`src/rtl/pps_dds_pkg.sv`:
```
package pps_dds_pkg;
    localparam int PHASE_W = 32;
    localparam int CNT_W   = 32;
    localparam int WIN_W   = 12;
    localparam int SHIFT_W = 6;
    localparam int ACC_W   = CNT_W + WIN_W;
    localparam int ERR_W   = ACC_W + 1;
    localparam int SUM_W   = ERR_W + 1;
endpackage

```
`src/rtl/pps_edge_sync.sv`:
```
module pps_edge_sync (
    input  logic clk,
    input  logic rst_n,
    input  logic pulse_i,
    output logic rise_o
);
    typedef struct packed {
        logic [2:0] sh;
    } sync_t;

    sync_t st_d, st_q;

    always_comb begin
        st_d = st_q;
        st_d.sh = {st_q.sh[1:0], pulse_i};
    end

    always_ff @(posedge clk or negedge rst_n) begin
        if (!rst_n) st_q <= '0;
        else        st_q <= st_d;
    end

    assign rise_o = st_q.sh[1] & ~st_q.sh[2];
endmodule

```
`src/rtl/pps_gate_counter.sv`:
```
module pps_gate_counter
    import pps_dds_pkg::*;
(
    input  logic                    clk,
    input  logic                    rst_n,
    input  logic                    en,
    input  logic                    rise_i,
    input  logic [CNT_W-1:0]        nominal_i,
    input  logic [WIN_W-1:0]        win_i,
    output logic [CNT_W-1:0]        sec_o,
    output logic signed [ERR_W-1:0] err_o,
    output logic                    vld_o,
    output logic                    hold_o
);
    typedef struct packed {
        logic                    armed;
        logic                    hold;
        logic [CNT_W-1:0]        cyc;
        logic [WIN_W-1:0]        idx;
        logic [ACC_W-1:0]        acc;
        logic [CNT_W-1:0]        sec;
        logic signed [ERR_W-1:0] err;
        logic                    vld;
    } gate_t;

    gate_t st_d, st_q;

    logic [CNT_W:0]   limit;
    logic [WIN_W-1:0] win_eff;
    logic [WIN_W:0]   idx_next;
    logic [ACC_W-1:0] target;
    logic [ACC_W-1:0] sum;

    always_comb begin
        limit    = {1'b0, nominal_i} + {2'b0, nominal_i[CNT_W-1:1]};
        win_eff  = (win_i == '0) ? WIN_W'(1) : win_i;
        idx_next = {1'b0, st_q.idx} + (WIN_W+1)'(1);
        target   = ACC_W'(win_eff) * ACC_W'(nominal_i);
        sum      = st_q.acc + ACC_W'(st_q.cyc);

        st_d     = st_q;
        st_d.vld = 1'b0;
        if (!en) begin
            st_d.armed = 1'b0;
            st_d.hold  = 1'b0;
            st_d.cyc   = '0;
            st_d.idx   = '0;
            st_d.acc   = '0;
        end else if (rise_i) begin
            if (st_q.armed) begin
                st_d.sec = st_q.cyc;
                if (idx_next >= {1'b0, win_eff}) begin
                    st_d.err = $signed({1'b0, sum}) - $signed({1'b0, target});
                    st_d.vld = 1'b1;
                    st_d.acc = '0;
                    st_d.idx = '0;
                end else begin
                    st_d.acc = sum;
                    st_d.idx = idx_next[WIN_W-1:0];
                end
            end else begin
                st_d.armed = 1'b1;
                st_d.hold  = 1'b0;
                st_d.acc   = '0;
                st_d.idx   = '0;
            end
            st_d.cyc = CNT_W'(1);
        end else if (st_q.armed) begin
            if ({1'b0, st_q.cyc} >= limit) begin
                st_d.armed = 1'b0;
                st_d.hold  = 1'b1;
                st_d.cyc   = '0;
                st_d.acc   = '0;
                st_d.idx   = '0;
            end else begin
                st_d.cyc = st_q.cyc + CNT_W'(1);
            end
        end
    end

    always_ff @(posedge clk or negedge rst_n) begin
        if (!rst_n) st_q <= '0;
        else        st_q <= st_d;
    end

    assign sec_o  = st_q.sec;
    assign err_o  = st_q.err;
    assign vld_o  = st_q.vld;
    assign hold_o = st_q.hold;
endmodule

```
`src/rtl/pps_tune_ctrl.sv`:
```
module pps_tune_ctrl
    import pps_dds_pkg::*;
(
    input  logic                    clk,
    input  logic                    rst_n,
    input  logic                    en,
    input  logic                    vld_i,
    input  logic signed [ERR_W-1:0] err_i,
    input  logic [SHIFT_W-1:0]      shift_i,
    input  logic [PHASE_W-1:0]      init_i,
    input  logic [PHASE_W-1:0]      min_i,
    input  logic [PHASE_W-1:0]      max_i,
    output logic [PHASE_W-1:0]      tw_o
);
    localparam int PAD = SUM_W - PHASE_W;

    typedef struct packed {
        logic [PHASE_W-1:0] tw;
    } tune_t;

    tune_t st_d, st_q;

    logic signed [ERR_W-1:0] err_sh;
    logic signed [SUM_W-1:0] cand, lo, hi;

    always_comb begin
        err_sh = err_i >>> shift_i;
        cand   = $signed({{PAD{1'b0}}, st_q.tw}) - SUM_W'(err_sh);
        lo     = $signed({{PAD{1'b0}}, min_i});
        hi     = $signed({{PAD{1'b0}}, max_i});

        st_d = st_q;
        if (!en) begin
            st_d.tw = init_i;
        end else if (vld_i) begin
            if (cand < lo)      st_d.tw = min_i;
            else if (cand > hi) st_d.tw = max_i;
            else                st_d.tw = cand[PHASE_W-1:0];
        end
    end

    always_ff @(posedge clk or negedge rst_n) begin
        if (!rst_n) st_q <= '0;
        else        st_q <= st_d;
    end

    assign tw_o = st_q.tw;
endmodule

```
`src/rtl/pps_phase_acc.sv`:
```
module pps_phase_acc
    import pps_dds_pkg::*;
(
    input  logic               clk,
    input  logic               rst_n,
    input  logic [PHASE_W-1:0] tw_i,
    output logic               msb_o
);
    typedef struct packed {
        logic [PHASE_W-1:0] ph;
    } acc_t;

    acc_t st_d, st_q;

    always_comb begin
        st_d    = st_q;
        st_d.ph = st_q.ph + tw_i;
    end

    always_ff @(posedge clk or negedge rst_n) begin
        if (!rst_n) st_q <= '0;
        else        st_q <= st_d;
    end

    assign msb_o = st_q.ph[PHASE_W-1];
endmodule

```
`src/rtl/pps_dds_discipline.sv`:
```
module pps_dds_discipline
    import pps_dds_pkg::*;
(
    input  logic                    clk,
    input  logic                    rst_n,
    input  logic                    en,
    input  logic                    pps_in,
    input  logic [CNT_W-1:0]        nominal_cnt,
    input  logic [WIN_W-1:0]        win_secs,
    input  logic [SHIFT_W-1:0]      gain_shift,
    input  logic [PHASE_W-1:0]      tw_init,
    input  logic [PHASE_W-1:0]      tw_min,
    input  logic [PHASE_W-1:0]      tw_max,
    output logic [PHASE_W-1:0]      tw_out,
    output logic                    dds_out,
    output logic                    holdover,
    output logic [CNT_W-1:0]        sec_count,
    output logic signed [ERR_W-1:0] err_out,
    output logic                    err_valid
);
    logic rise;

    pps_edge_sync u_sync (
        .clk     (clk),
        .rst_n   (rst_n),
        .pulse_i (pps_in),
        .rise_o  (rise)
    );

    pps_gate_counter u_gate (
        .clk       (clk),
        .rst_n     (rst_n),
        .en        (en),
        .rise_i    (rise),
        .nominal_i (nominal_cnt),
        .win_i     (win_secs),
        .sec_o     (sec_count),
        .err_o     (err_out),
        .vld_o     (err_valid),
        .hold_o    (holdover)
    );

    pps_tune_ctrl u_tune (
        .clk     (clk),
        .rst_n   (rst_n),
        .en      (en),
        .vld_i   (err_valid),
        .err_i   (err_out),
        .shift_i (gain_shift),
        .init_i  (tw_init),
        .min_i   (tw_min),
        .max_i   (tw_max),
        .tw_o    (tw_out)
    );

    pps_phase_acc u_acc (
        .clk   (clk),
        .rst_n (rst_n),
        .tw_i  (tw_out),
        .msb_o (dds_out)
    );
endmodule

```
`config.mk`:
```
export PLATFORM = sky130hd
export DESIGN_NAME = pps_dds_discipline
export DESIGN_NICKNAME = d
export VERILOG_FILES = /design/src/rtl/pps_dds_pkg.sv /design/src/rtl/pps_edge_sync.sv /design/src/rtl/pps_gate_counter.sv /design/src/rtl/pps_tune_ctrl.sv /design/src/rtl/pps_phase_acc.sv /design/src/rtl/pps_dds_discipline.sv
export SDC_FILE = /design/constraint.sdc
export NUM_CORES = 2
export LEC_CHECK = 0
export BUFFER_PORTS_ARGS = -buffer_cell sky130_fd_sc_hd__clkbuf_2
export CELL_PAD_IN_SITES_DETAIL_PLACEMENT = 0
export CELL_PAD_IN_SITES_GLOBAL_PLACEMENT = 1
export CORE_ASPECT_RATIO = 1.75
export CORE_UTILIZATION = 32
export CTS_CLUSTER_SIZE = 30
export DETAILED_ROUTE_END_ITERATION = 8
export GPL_TIMING_DRIVEN = 1
export MAX_ROUTING_LAYER = met4
export PLACE_DENSITY_LB_ADDON = 0.1
export RECOVER_POWER = 100
export SLEW_MARGIN = 20
export SYNTH_ARGS = -nofsm -noshare
export SYNTH_HDL_FRONTEND = slang
export SYNTH_SLANG_ARGS = --single-unit
export TNS_END_PERCENT = 100
```
`constraint.sdc`:
```
create_clock -name clk -period 13 [get_ports clk]
set_input_delay 1.95 -clock clk [delete_from_list [all_inputs] [get_ports clk]]
set_output_delay 1.95 -clock clk [all_outputs]
set_load 0.1 [all_outputs]
```
==> metrics.md <==
| Metric | Value |
|---|---|
| Top-area cell type share of the netlist area | 0.1991 |
| Top cells by area in the synthesized netlist | fa_1 20%, dfrtp_1 17%, ha_1 12% |
| Critical-path maximum fanout | 33 |
| Number of synthesized flops with an enable pin | 0 |
| CTS H-tree depth | 1 |
| Synthesis warning total | 0 |
| CTS Root Cell | clkbuf_16 |
| DP Area | roughly 37,000 um2 |
| Largest net degree at the start of global routing | 91 |
| Tot GR Track Use | 0.2304 |
| Final setup viols | 0 |
| Worst-skew pair later-pin latency | 0.65 ns |
| Post-CTS setup buffers | 0 |
| Final RePlAce weighted congestion | about 0.90 |
| Die extent in x | 252.0 um |
| Die area | 110,700 um2 |
| Post-synth top area cell | fa_1 |
| Final Max Slew Viols | approximately 460 |
| Synthesized cell area | 34,990 um2 |
| Final WS setup | 2.507 ns |
| Post-synth ARST share | 1.000 |
| Global-route wire length before repair | 188.3 mm |
| Crit path DAT | 10.87 ns |
| CP Class | in2reg |
| CTS Hold Bufs | 0 |
| PD cells | 200.3 nW/um2 |
| Leakage Power | 0.01851 uW |
| DIE HEIGHT | 439.4 um |
| Post-DRT Antenna Nets | 0 |
| Row count | 160 |
| TritonCTS Buffers | 30 |
| PortBufs | between 200 and 300 |
| Top cells by count, synth | 515 x inv_1, 514 x nand2_1, 348 x fa_1, 324 x ha_1, 292 x o21ai_0 |
| Vias per cell | between 5 and 6 |
| DR vias | 28,812 |
| Power, Total | 7642 uW |
| Finished Cell Area | around 38,000 um2 |
| Area delta synth->final | 9.018% |
| Antenna violations before repair | 2 |
| Number of global-route vias before repair | 31,309 |
| Fmax achieved | 95.31 MHz |
| Setup TNS | 0 ns |
| Filler instances | 11,700 |
| WL/cell | 21.77 um |
| Final hold slack | roughly 0.38 ns |
| CTS max path bufs | 3 |
| Crit path time final | 10.49 ns |
| CTS tree | built |
| DR iter-0 viols | 1,166 |
| Most common cell in the netlist | inv_1 |
| Setup WS pre-CTS | 2.536 ns |
| Worst ir drop on vdd | 0.0001547 V |
| Distinct cells, synth | 80 |
| Layout cell share with drive strength beyond 1 | 0.07776 |
| Post-Route WL | approximately 120 mm |
| Clock-pin slew on the worst setup and hold paths | 0.06 ns |
| Clock sinks | 235 |
| Multi-input gate area | 25,940 um2 |
| Post-CTS sizing | 0 |
| Area of the core | roughly 110,000 um2 |
| Setup Skew | 0.02001 ns |
| Startpoint Class | input port |
| Mapped Nets | 4,924 |
| Number of max-cap violations | 10 |
| Failing checks | max-capacitance violations, max-slew violations |
| Syn Area/Cell | 8.530 um2 |
| Reg area | 5881 um2 |
| Outcome | complete, but fails checks |
| Synth Instances | 4,102 |
| Slew @ Worst Pin | 5.195 ns |
| #FFs+latches synth | 235 |
| WP data required | 13.38 ns |
| Relative slew slack | -2.463 |
| DRC viols | 0 |
| First-pass detailed-route iteration total | 5 |
| RSZ-0062 raised after global routing | false |
| Nets@finish | 5,004 |
| Fin crit share | 0.8071 |
| Fin. Hold Viols | 0 |
| Worst setup EP type | register |
| Starting Density | 0.3225 |
| Aggregate global routing overflow | 0 |
| Main synth FF type | dfrtp_1 |
| # IOs | 262 |
| Min-Delay Path Class | reg2reg |
| Detailed placement HPWL | 102.4 mm |
| Seq/Total Area, Yosys | 0.1681 |
==> cell families after synthesis <==
logic type / count (synthesis) / share of synthesized area
and+or+nand+nor: 1155 / 0.1568
AOI/OAI and AO/OA: 936 / 0.1679
buffers and inverters: 774 / 0.09211
adders and majority gates: 672 / 0.3150
DFF: 235 / 0.1681
xor gates and xnor gates: 184 / 0.04606
muxes: 146 / 0.05410
==> metal layers <==
metal  track usage  share of wire  routed length [um]  vias up
li1              -              -                   -    13886
met5             -              0                   0        -
met3       0.01580          0.024                2928      182
met1        0.2287           0.37               45320    14217
met2        0.4511           0.56               69030      527
met4        0.1036          0.049                6013        0
==> cells in the final DEF (no fill, tap or decap), types with 82 or more instances in the layout <==
cell	instances
clkbuf_1	126
inv_1	516
dfrtp_1	235
nand2_1	514
a21oi_1	218
xnor2_1	102
a21o_1	105
o21ai_0	300
ha_1	324
and2_1	163
clkbuf_2	144
nor2_1	154
fa_1	348
xor2_1	82
==> flip-flops by register name (all words and copies together), names as in the netlist <==
| name | flops |
|---|---|
| u_acc.st_q | 32 |
| u_gate.err_o | 45 |
| u_gate.hold_o | 1 |
| u_gate.sec_o | 32 |
| u_gate.st_q | 89 |
| u_gate.vld_o | 1 |
| u_sync.st_q | 3 |
| u_tune.tw_o | 32 |
==> critical path, stage by stage <==
cell and delay, ns:
clkbuf_1 0.60, nor4_1 0.47, a31o_1 1.16, nand2_1 0.18, fa_1 0.53, inv_1 0.05
fa_1 0.53, inv_1 0.05, fa_1 0.46, fa_1 0.48, inv_1 0.05, fa_1 0.52
inv_1 0.04, ha_1 0.36, a21o_1 0.19, a21o_1 0.18, a221o_1 0.34, o211a_1 0.26
o21ai_0 0.36, o21ai_0 0.28, o311ai_0 0.71, o21a_1 0.32, o31a_1 0.19, o21bai_1 0.09
a41oi_1 0.24, xor2_1 0.16, o21ai_0 0.08
==> stage by stage <==
step / utilization / cells
floorplan: - / 4102
global placement: 0.3431 / 5608
detailed placement: 0.3431 / 5608
CTS: 0.3533 / 5663
global route: 0.3516 / 5664
finish: 0.3516 / 5664
==> final timing paths <==
path,start,end,slack [ns],depth (start not counted)
min in group asynchronous,rst_n,u_tune.tw_o[7],3.18,1
min,u_sync.st_q[0],u_sync.st_q[1],0.38,0
min reg2reg,u_sync.st_q[0],u_sync.st_q[1],0.38,0
max reg2reg,u_gate.st_q[134],u_gate.err_o[42],3.77,30
max,win_secs[4],u_gate.err_o[42],2.51,27
max in group asynchronous,rst_n,u_gate.st_q[163],4.73,3
==> cell type report <==
cell class,count,share of cell area
multi-input cells,3093,0.6801
flip-flops and latches,235,0.1542
inverters,521,0.05127
well taps,1458,0.04782
repair buffers,301,0.03769
clock buffers,37,0.02142
clock inverters,18,0.007511
diodes,1,0.00006560
==> power by group <==
part,switching (uW),internal (uW)
logic,3400,2410
clock network,398,582
registers,45.2,801
(Power assumes the default switching activity.)
